--- src/rtl/extclk_pkg.sv ---
package extclk_pkg;

  // Two-slope ratio decode: unit steps up to the knee, double steps above,
  // saturated at the maximum divisor.
  function automatic int unsigned ratio_to_div(input int unsigned field,
                                               input int unsigned knee,
                                               input int unsigned max_div);
    int unsigned d;
    if (field <= knee) d = field + 2;
    else               d = (knee + 2) + 2 * (field - knee);
    if (d > max_div) d = max_div;
    return d;
  endfunction

  // Length of the high phase for a given divisor.
  function automatic int unsigned high_len(input int unsigned d);
    return d / 2;
  endfunction

endpackage

--- src/rtl/extclk_ctrl_reg.sv ---
module extclk_ctrl_reg #(
  parameter int unsigned REG_W     = 16,
  parameter int unsigned RATIO_LSB = 2,
  parameter int unsigned RATIO_W   = 6,
  parameter logic [REG_W-1:0] RESET_VAL = 16'hC30B
) (
  input  logic             clk,
  input  logic             rst_n,
  input  logic             wr_en,
  input  logic [REG_W-1:0] wr_data,
  output logic [REG_W-1:0] ctl,
  output logic [RATIO_W-1:0] ratio,
  output logic             src_sel_off
);
  localparam logic [REG_W-1:0] FIELD_MASK =
    REG_W'(((1 << RATIO_W) - 1) << RATIO_LSB);
  localparam logic [REG_W-1:0] SEL_MASK = REG_W'(1);

  logic [REG_W-1:0] ctl_next;

  always_comb begin
    ctl_next = (ctl & ~FIELD_MASK & ~SEL_MASK) | (wr_data & FIELD_MASK);
  end

  always_ff @(posedge clk or negedge rst_n) begin
    if (!rst_n)     ctl <= RESET_VAL;
    else if (wr_en) ctl <= ctl_next;
  end

  assign ratio       = ctl[RATIO_LSB +: RATIO_W];
  assign src_sel_off = ctl[0];

  // untouched bits survive a write, bit 0 ends cleared
  a_r2_keep_bits: assert property (@(posedge clk) disable iff (!rst_n)
    wr_en |=> (ctl[1] == $past(ctl[1])) && (ctl[REG_W-1:8] == $past(ctl[REG_W-1:8]))
              && !ctl[0]);

endmodule

--- src/rtl/extclk_ratio_decode.sv ---
module extclk_ratio_decode
  import extclk_pkg::*;
#(
  parameter int unsigned RATIO_W = 6,
  parameter int unsigned KNEE    = 6,
  parameter int unsigned MAX_DIV = 96,
  parameter int unsigned DIV_W   = $clog2(MAX_DIV + 1)
) (
  input  logic [RATIO_W-1:0] ratio,
  output logic [DIV_W-1:0]   div
);
  always_comb begin
    div = DIV_W'(ratio_to_div(int'(ratio), KNEE, MAX_DIV));
  end

  always_comb begin
    // decoded divisor always within the legal range
    a_r5_div_range: assert (div >= DIV_W'(2) && div <= DIV_W'(MAX_DIV));
    // upper segment produces only even divisors
    a_r4_even_upper: assert (int'(ratio) <= KNEE || div[0] == 1'b0);
  end

endmodule

--- src/rtl/extclk_gen.sv ---
module extclk_gen
  import extclk_pkg::*;
#(
  parameter int unsigned DIV_W  = 7,
  parameter int unsigned RST_DIV = 4
) (
  input  logic             clk,
  input  logic             rst_n,
  input  logic             run,
  input  logic [DIV_W-1:0] new_div,
  output logic [DIV_W-1:0] act_div,
  output logic             clk_out
);
  logic [DIV_W-1:0] cnt;
  logic             en_q;
  logic [DIV_W-1:0] half;
  logic             period_end;

  assign half       = DIV_W'(high_len(int'(act_div)));
  assign period_end = en_q && (cnt == act_div - DIV_W'(1));

  always_ff @(posedge clk or negedge rst_n) begin
    if (!rst_n) begin
      en_q    <= 1'b0;
      cnt     <= '0;
      act_div <= DIV_W'(RST_DIV);
    end else if (!run) begin
      en_q    <= 1'b0;
      cnt     <= '0;
      act_div <= new_div;
    end else begin
      en_q <= 1'b1;
      if (period_end) begin
        cnt     <= '0;
        act_div <= new_div;
      end else if (en_q) begin
        cnt <= cnt + DIV_W'(1);
      end
    end
  end

  assign clk_out = en_q && (cnt < half);

  // counter never leaves the current period
  a_r6_cnt_bound: assert property (@(posedge clk) disable iff (!rst_n)
    cnt < act_div);
  // divisor only changes at a period boundary or while idle
  a_r7_hold_div: assert property (@(posedge clk) disable iff (!rst_n)
    (run && en_q && !period_end) |=> $stable(act_div));
  // idle forces the output low on the next edge
  a_r8_idle_low: assert property (@(posedge clk) disable iff (!rst_n)
    !run |=> !clk_out);

endmodule

--- src/rtl/extclk_div.sv ---
module extclk_div
  import extclk_pkg::*;
#(
  parameter int unsigned REG_W     = 16,
  parameter int unsigned RATIO_LSB = 2,
  parameter int unsigned RATIO_W   = 6,
  parameter int unsigned KNEE      = 6,
  parameter int unsigned MAX_DIV   = 96,
  parameter logic [15:0] RESET_VAL = 16'hC30B,
  localparam int unsigned DIV_W    = $clog2(MAX_DIV + 1)
) (
  input  logic             clk,
  input  logic             rst_n,
  input  logic             wr_en,
  input  logic [REG_W-1:0] wr_data,
  output logic [REG_W-1:0] rd_data,
  input  logic             clk_req,
  output logic             clk_out,
  output logic [DIV_W-1:0] divisor
);
  localparam int unsigned RST_DIV =
    ratio_to_div(int'(RESET_VAL[RATIO_LSB +: RATIO_W]), KNEE, MAX_DIV);

  logic [RATIO_W-1:0] ratio;
  logic               src_sel_off;
  logic [DIV_W-1:0]   new_div;
  logic               run;

  extclk_ctrl_reg #(
    .REG_W(REG_W), .RATIO_LSB(RATIO_LSB), .RATIO_W(RATIO_W),
    .RESET_VAL(REG_W'(RESET_VAL))
  ) u_reg (
    .clk(clk), .rst_n(rst_n), .wr_en(wr_en), .wr_data(wr_data),
    .ctl(rd_data), .ratio(ratio), .src_sel_off(src_sel_off)
  );

  extclk_ratio_decode #(
    .RATIO_W(RATIO_W), .KNEE(KNEE), .MAX_DIV(MAX_DIV), .DIV_W(DIV_W)
  ) u_dec (
    .ratio(ratio), .div(new_div)
  );

  assign run = clk_req && !src_sel_off;

  extclk_gen #(
    .DIV_W(DIV_W), .RST_DIV(RST_DIV)
  ) u_gen (
    .clk(clk), .rst_n(rst_n), .run(run), .new_div(new_div),
    .act_div(divisor), .clk_out(clk_out)
  );

  // written ratio field appears on the read port
  a_r2_write_field: assert property (@(posedge clk) disable iff (!rst_n)
    wr_en |=> rd_data[RATIO_LSB +: RATIO_W] == $past(wr_data[RATIO_LSB +: RATIO_W]));
  // source not selected keeps the output low
  a_r9_sel_low: assert property (@(posedge clk) disable iff (!rst_n)
    src_sel_off |=> !clk_out);

endmodule

--- config.mk ---
export PLATFORM = sky130hd
export DESIGN_NAME = extclk_div
export DESIGN_NICKNAME = d
export VERILOG_FILES = /design/src/rtl/extclk_pkg.sv /design/src/rtl/extclk_ctrl_reg.sv /design/src/rtl/extclk_ratio_decode.sv /design/src/rtl/extclk_gen.sv /design/src/rtl/extclk_div.sv
export SDC_FILE = /design/constraint.sdc
export NUM_CORES = 1
export LEC_CHECK = 0
export CORE_MARGIN = 2
export CORE_UTILIZATION = 40
export CTS_CLUSTER_DIAMETER = 120
export DETAILED_ROUTE_END_ITERATION = 16
export DONT_BUFFER_PORTS = 1
export PLACE_DENSITY = 0.63
export SYNTH_ARGS = -nofsm -noshare
export SYNTH_HDL_FRONTEND = slang
export SYNTH_SLANG_ARGS = --single-unit
--- constraint.sdc ---
create_clock -name clk -period 3.18 [get_ports clk]
set_input_delay 0.477 -clock clk [delete_from_list [all_inputs] [get_ports clk]]
set_output_delay 0.477 -clock clk [all_outputs]
set_load 0.01 [all_outputs]
# Word level (Yosys, flattened, before mapping)
# Index checks and enable logic that the tools add are counted.
# op_classes
n_addsub	5
n_mul	0
div	0
magnitude_cmp	3
n_eq_ne	3
shift	0
muxes	8
bitwise	1
reduce_logical	4
# op_table
op	count
$mux W7	6
$add A4 B32 Y32 const A	1
$gt A32 B7 Y1 const B	1
$mux W32	1
$or A16 B8 Y16	1
$add A6 B2 Y7 const B	1
$add A7 B1 Y7 const B	1
$eq A7 B7 Y1	1
$lt A7 B6 Y1	1
$sub A6 B3 Y7 const B	1
$sub A7 B1 Y7 const B	1
$le A6 B3 Y1 const B	1
$logic_and A1 B1 Y1	3
$ne A3 B3 Y1 const B	1
$ne A2 B2 Y1 const B	1
$logic_not A1 Y1	1
$mux W1	1
# totals
reg_bits	31
latchBits	0
ramBits	0
romBits	0
in_bits	20
output_inout_bits	24
wordCells	28
n_memories	0

# Logic depth before layout (Yosys ltp)
# Gate-level depths: netlist of the first run.
# logic_depth
word_depth	7
ltp_mapped	12
depth_no_buf	11

# Hierarchy
# Synthesis of the first run repeated with hierarchy kept, for this count alone.
# hier_totals
cells_unflattened	171
hier_area_um2	1752.9
# modules_own_cells
mod	n_inst	cells_per_inst	area_each_um2	seq_area_each_um2
extclk_gen	1	91	968.4	376.6
extclk_ctrl_reg	1	33	415.4	177.7
extclk_ratio_decode	1	46	355.3	0.0
extclk_div	1	1	13.8	0.0

# Worst setup path before layout of the first run
# No wires, ideal clock.
# synth_path
path_type	flip-flop to flip-flop
startpoint	reg u_reg.ctl[5]
endpoint	reg u_gen.act_div[2]
setup_ns	0.091
arrival_time_ns	3.035
t_required_ns	3.089
slack_ns	0.054
path_stages_with_launch	11
path_buffers	0
synth_period_minus_slack_ns	3.126
cell_sequence	dfrtp_1 or3_1 a21oi_1 nor2b_1 nand2_1 ha_1 nand4b_1 or4_1 a21oi_1 o32ai_1 o31ai_1
# synth_between
elab_chain_cells	7
word_cells_on_any_way	9
classes_between	3 x add/sub; 2 x order compare; 4 x mux
# synth_lines
element	line	text
from (decl)	extclk_ctrl_reg.sv:11	output logic [REG_W-1:0] ctl,
from (signal assigned)	extclk_ctrl_reg.sv:27	else if (wr_en) ctl <= ctl_next;
$sub A6 B3 Y7	extclk_pkg.sv:10	else d = (knee + 2) + 2 * (field - knee);
$add A4 B32 Y32	extclk_pkg.sv:10	
$mux W32 (*)	extclk_pkg.sv:9	if (field <= knee) d = field + 2;
$gt A32 B7 Y1	extclk_pkg.sv:11	if (d > max_div) d = max_div;
$mux W7 (*)	extclk_pkg.sv:11	
$mux W7	extclk_gen.sv:33	if (period_end) begin
$mux W7 (*)	extclk_gen.sv:27	end else if (!run) begin
to (signal assigned)	extclk_gen.sv:26	act_div <= DIV_W'(RST_DIV);
to (signal assigned)	extclk_gen.sv:30	act_div <= new_div;
to (signal assigned)	extclk_gen.sv:35	act_div <= new_div;
to (decl)	extclk_gen.sv:11	output logic [DIV_W-1:0] act_div,
# Mark *: on every way between the ends. The rest lies on a longest branch, timed or not. The select of a mux whose other input is x is not followed.
# A chain may end at the register's enable or synchronous reset.

# Worst setup path after layout of the first run
# Same ends and word-level chain as after synthesis.

==> impl_metrics.json, run 1 <==
{
  "status": "finished, final reports clean",
  "dp.final_hpwl_um": 2630,
  "min_period_ns": 2.92,
  "clock_latency_ns": 0.27,
  "path_clk_slew_ns": 0.08,
  "yosys_warnings": 0,
  "slew_headroom": 0.386,
  "drv_cap": 0,
  "die_area_um2": 4750,
  "ys_top_cells_by_count": "dfrtp_1, ha_1, nor2_1, nand2_1, xnor2_1",
  "grt_start_max_net_pins": 20,
  "slowest_delay_ns": 0.49,
  "critPathMaxFanout": 4,
  "ys_top_cells_by_area": "dfrtp_1, ha_1, xnor2_1, dfstp_2, buf_4",
  "clock-sinks": 22,
  "critPathRequiredTime_ns": 3.35,
  "slew_violations": 0,
  "grt_pass1_vias": 1334,
  "setup_viol": 0,
  "cts_max_level": 1,
  "synth_most_common_cell": "dfrtp_1",
  "routed_wl_um": 3430,
  "tightest_slew_ns": 0.918,
  "total_power_mw": 0.921,
  "avgSynthCellArea_um2": 9.51,
  "area_growth_pct": 7.58,
  "numCtsBuffers": 3,
  "n_antenna_cell": 0,
  "drc_errors": 0,
  "via_count": 1315,
  "startpoint_type": "register",
  "initial_utilization": 0.418,
  "synthAdderAreaFrac": 0.104,
  "fin_crit_sh": 0.917,
  "yosysSeqAreaShare": 0.329,
  "ios": 44,
  "cts_buffer_depth": 2,
  "worstHoldPathType": "in -> async",
  "fin_nets": 218,
  "num_rows": 23,
  "ys_seq_elements": 22,
  "finalHoldViolCount": 0,
  "syn_inst": 177,
  "yosys.area_share.simple": 0.175,
  "clock_skew_ns": 0.00803,
  "grt_pass1_wl_um": 5900,
  "peakVddDrop_mv": 0.265,
  "core_area_um2": 4030,
  "ctsRootBufferMaster": "clkbuf_8",
  "io_buffers": 0,
  "worstPathCellList": "or3_1 > a21oi_1 > nor2b_4 > nand2_1 > ha_1 > nand4b_1 > or4_1 > a21oi_2 > o32ai_1 > o31ai_1",
  "endpoint_kind": "register",
  "synth_xor_area_frac": 0.0936,
  "routed_via_density": 5.64,
  "slowest_stage": "or4_1",
  "cts_tree": "yes",
  "grt_usage": 0.164,
  "firstDrtPassIters": 4,
  "yosys.area.top_type": "dfrtp_1",
  "rsz0062_at_grt": "false",
  "synth_top_family_by_area": "simple AND/OR/NAND/NOR gates",
  "synth_compound_area_frac": 0.155,
  "worstSetupPathType": "reg -> reg",
  "setup_tns_ns": 0,
  "num-fill-cells": 412,
  "antenna_left": 0,
  "gr-total-overflow": 0,
  "synth_top_area_share": 0.282,
  "netlist_area_um2": 1680,
  "power_leakage_nw": 0.773,
  "drive_above_1_share": 0.158,
  "p_per_area_nw_per_um2": 509,
  "fp.dieH_um": 68.9,
  "synthMuxAreaShare": 0.0609,
  "clock.fmax_mhz": 343,
  "synth_edf_count": 0,
  "routabilityCongestion": 0.791,
  "yosys_most_used_dff": "dfrtp_1",
  "antenna_found_initial": 0,
  "drtIter0Drc": 37,
  "drt-wirelength-per-cell_um": 14.7,
  "cp_data_arrival_time_ns": 3.09,
  "die-width_um": 68.9,
  "synth_cell_types": 47,
  "ys_async_sr_fraction": 1.00
}
==> layer usage <==
metal / GRT usage / part of all wire / vias to the layer above
li1: - / - / 633
met1: 0.203 / 0.45 / 633
met2: 0.286 / 0.47 / 44
met3: 0.0341 / 0.064 / 5
met4: 0.0515 / 0.013 / 0
met5: 0 / 0 / -
==> critical path: cells and delay by family, from the launching register on <==
| kind | cells | cell delay [ns] |
|---|---|---|
| AND/OR/NAND/NOR | 5 | 1.29 |
| adder cells (fa/ha/maj) | 1 | 0.29 |
| flip-flops | 1 | 0.38 |
| AO/OA/AOI/OAI | 4 | 0.86 |
==> per-stage QoR <==
step / hold slack (ns) / instance area, um2 / util / std cells / setup WS [ns]
final: 0.0493 / 1810 / 0.450 / 233 / 0.264
after CTS: 0.0375 / 1800 / 0.446 / 233 / 0.0452
after floorplan: 0.181 / 1710 / - / 184 / 0.0542
after detailed placement: 0.182 / 1740 / 0.433 / 228 / 0.0761
after global routing: 0.0319 / 1810 / 0.450 / 233 / 0.0200
after global placement: 0.182 / 1740 / 0.433 / 228 / 0.215
==> registers in the layout, indices dropped and copies added, names as in the netlist <==
register	cells
u_reg.ctl	7
u_gen.en_q	1
u_gen.act_div	7
u_gen.cnt	7
==> cell usage in the layout, fill, tap and decap left out, drive strengths merged, types with 2 or more instances in the layout <==
master / n
or4: 2
xnor2: 12
ha: 14
a21oi: 7
conb: 9
mux2i: 2
xor2: 6
mux2: 7
o311ai: 5
o21ai: 4
and3: 2
nor3: 4
nor2b: 3
nand3: 3
dfstp: 3
nand4: 2
clkbuf: 4
nor4bb: 2
inv: 7
nand2: 12
dfrtp: 19
a21o: 4
nor2: 13
or3: 2
nand2b: 2
buf: 10
o31ai: 6
==> final timing paths <==
check / slack [ns] / endpoint / cells past startpoint / start
max: 0.26 / u_gen.act_div[2] / 10 / u_reg.ctl[5]
min reg2reg: 0.51 / u_reg.ctl[0] / 1 / u_reg.ctl[0]
max in group asynchronous: 1.83 / u_gen.act_div[1] / 1 / rst_n
min: 0.05 / u_reg.ctl[0] / 0 / rst_n
min in group clk: 0.23 / u_reg.ctl[0] / 1 / wr_en
max reg2reg: 0.26 / u_gen.act_div[2] / 10 / u_reg.ctl[5]
==> cell type report <==
type | instances | area (um2) | area share
Tap cell | 50 | 62.6 | 0.0345
Timing Repair Buffer | 11 | 85.1 | 0.0470
Sequential cell | 22 | 554 | 0.306
Clock buffer | 4 | 45.0 | 0.0249
Inverter | 7 | 26.3 | 0.0145
Multi-Input combinational cell | 139 | 1040 | 0.573
==> repair_timing <==
item,4_1_cts,5_1_grt
endpoints found under the setup margin,0,4
resized for setup,0,4
hold endpoints to repair,19,0
setup buffers,0,0
hold buffers,1,0
==> cell families after synthesis <==
family	Yosys count
buffers and inverters	23
DFF	22
and+or+nand+nor	54
AOI/OAI and AO/OA	35
xor gates and xnor gates	18
other	2
muxes	9
adders and majority gates	14
==> power breakdown <==
group          leakage [nW]  internal, mW  total [mW]  switching [mW]
sequential            0.273         0.314       0.372          0.0585
clock                0.0228        0.0895       0.181          0.0913
combinational         0.477         0.169       0.368           0.199
Power figures use the tool's default switching activity.
==> inputs of run 2 (changes only) <==
- CORE_UTILIZATION: 40 -> 30
- PLACE_DENSITY: 0.63 -> 0.52
==> impl_metrics.json, run 2 (same netlist as run 1, synthesis figures left out) <==
{
  "num-fill-cells": 576,
  "multiInputGateArea_um2": 1030,
  "gr-total-overflow": 0,
  "numCtsBuffers": 3,
  "hold_ws_ns": 0.0349,
  "startpoint_type": "register",
  "endpoint_kind": "register",
  "slew_violations": 0,
  "register_area_um2": 554,
  "clock-sinks": 22,
  "postCtsSetupBuffers": 0,
  "tightest_slew_ns": 0.918,
  "n_antenna_cell": 0,
  "cts_tree": "yes",
  "num_rows": 27,
  "ctsRootBufferMaster": "clkbuf_8",
  "path_clk_slew_ns": 0.09,
  "r2r_start": "u_reg.ctl[5]",
  "die_area_um2": 6230,
  "clock_skew_ns": 0.0153,
  "final_cell_mix": "dfrtp_1, nor2_1, ha_1",
  "area_growth_pct": 10.3,
  "finalHoldViolCount": 0,
  "ios": 44,
  "grt_pass1_wl_um": 6070,
  "p_per_area_nw_per_um2": 539,
  "die-width_um": 78.9,
  "firstDrtPassIters": 4,
  "startpoint": "u_reg.ctl[5]",
  "fp.dieH_um": 78.9,
  "clock.fmax_mhz": 345,
  "cp_data_arrival_time_ns": 3.06,
  "setup_tns_ns": 0,
  "drc_errors": 0,
  "antenna_found_initial": 0,
  "core_area_um2": 5470,
  "worstSetupPathType": "reg -> reg",
  "status": "finished, final reports clean",
  "initial_utilization": 0.308,
  "slew_headroom": 0.386,
  "grt_usage": 0.122,
  "largestRegisters": "u_gen.act_div x7, u_gen.cnt x7, u_reg.ctl x7",
  "final_common_cell": "dfrtp_1",
  "power_leakage_nw": 0.785,
  "rsz0062_at_grt": "false",
  "drtIter0Drc": 44,
  "io_buffers": 0,
  "dp.final_hpwl_um": 2630,
  "grt_pass1_vias": 1266,
  "worstHoldPathType": "in -> async",
  "fin_crit_sh": 0.910,
  "routabilityCongestion": 0.759,
  "critPathRequiredTime_ns": 3.35,
  "routed_wl_um": 3500,
  "routed_via_density": 4.92,
  "fin_nets": 218,
  "clock_latency_ns": 0.27,
  "peakVddDrop_mv": 0.302,
  "cts_max_level": 1,
  "drt-wirelength-per-cell_um": 13.7,
  "cts_buffer_depth": 2,
  "total_power_mw": 1.00,
  "min_period_ns": 2.90,
  "drive_above_1_share": 0.158,
  "critPathMaxFanout": 4,
  "drv_cap": 0,
  "grt_start_max_net_pins": 20,
  "via_count": 1254,
  "setup_viol": 0,
  "antenna_left": 0
}
==> run 2: worst max-delay path, cell delays in order (launching register included) <==
cell	delay, ns
dfrtp_1	0.37
or3_1	0.43
a21oi_1	0.20
nor2b_2	0.24
nand2_1	0.08
ha_1	0.27
nand4b_1	0.08
or4_1	0.47
a21oi_1	0.22
o32ai_1	0.18
o31ai_1	0.26
==> run 2: through the flow <==
stage               cell area [um2]  std cells   util  setup slack (ns)
CTS                            1850        255  0.338             0.159
finish                         1860        255  0.339             0.285
floorplan                      1710        184      -            0.0542
global route                   1860        255  0.339            0.0154
detailed placement             1770        250  0.324             0.177
global placement               1770        250  0.324             0.210
==> run 2: worst paths after layout <==
| path | slack, ns | endpoint | cells past startpoint |
|---|---|---|---|
| worst min register to register | 0.52 | u_reg.ctl[0] | 1 |
| max in group asynchronous | 1.83 | u_gen.act_div[3] | 1 |
| min in group clk | 0.24 | u_reg.ctl[0] | 1 |
| worst max register to register | 0.28 | u_gen.act_div[1] | 10 |
| worst min-delay path | 0.03 | u_gen.act_div[2] | 0 |
| worst max-delay path | 0.28 | u_gen.act_div[1] | 10 |
==> run 2: per-layer routing <==
metal	vias to the layer above	GRT usage	share of wire
met2	31	0.215	0.47
li1	631	-	-
met3	2	0.0273	0.058
met1	590	0.157	0.47
met4	0	0.0155	0.0034
met5	-	0	0
==> run 2: report_power, final <==
| part | switching, mW | internal [mW] | total (mW) |
|---|---|---|---|
| Sequential | 0.0598 | 0.314 | 0.374 |
| Clock | 0.0970 | 0.168 | 0.265 |
| Combinational | 0.191 | 0.170 | 0.362 |
| Total | 0.348 | 0.652 | 1.00 |
==> run 2: area by class of cell <==
| class | count | area share |
|---|---|---|
| inverter | 7 | 0.0142 |
| tap | 72 | 0.0485 |
| timing repair buffer | 11 | 0.0458 |
| clock inverter | 1 | 0.0162 |
| clock buffer | 3 | 0.0222 |
| multi-input combinational | 139 | 0.555 |
| sequential | 22 | 0.299 |
==> run 2: repair_timing <==
action | 4_1_cts | 5_1_grt
hold buffers | 1 | 0
hold endpoints to repair | 19 | 0
gates resized for setup | 0 | 2
endpoints found under the setup margin | 0 | 4
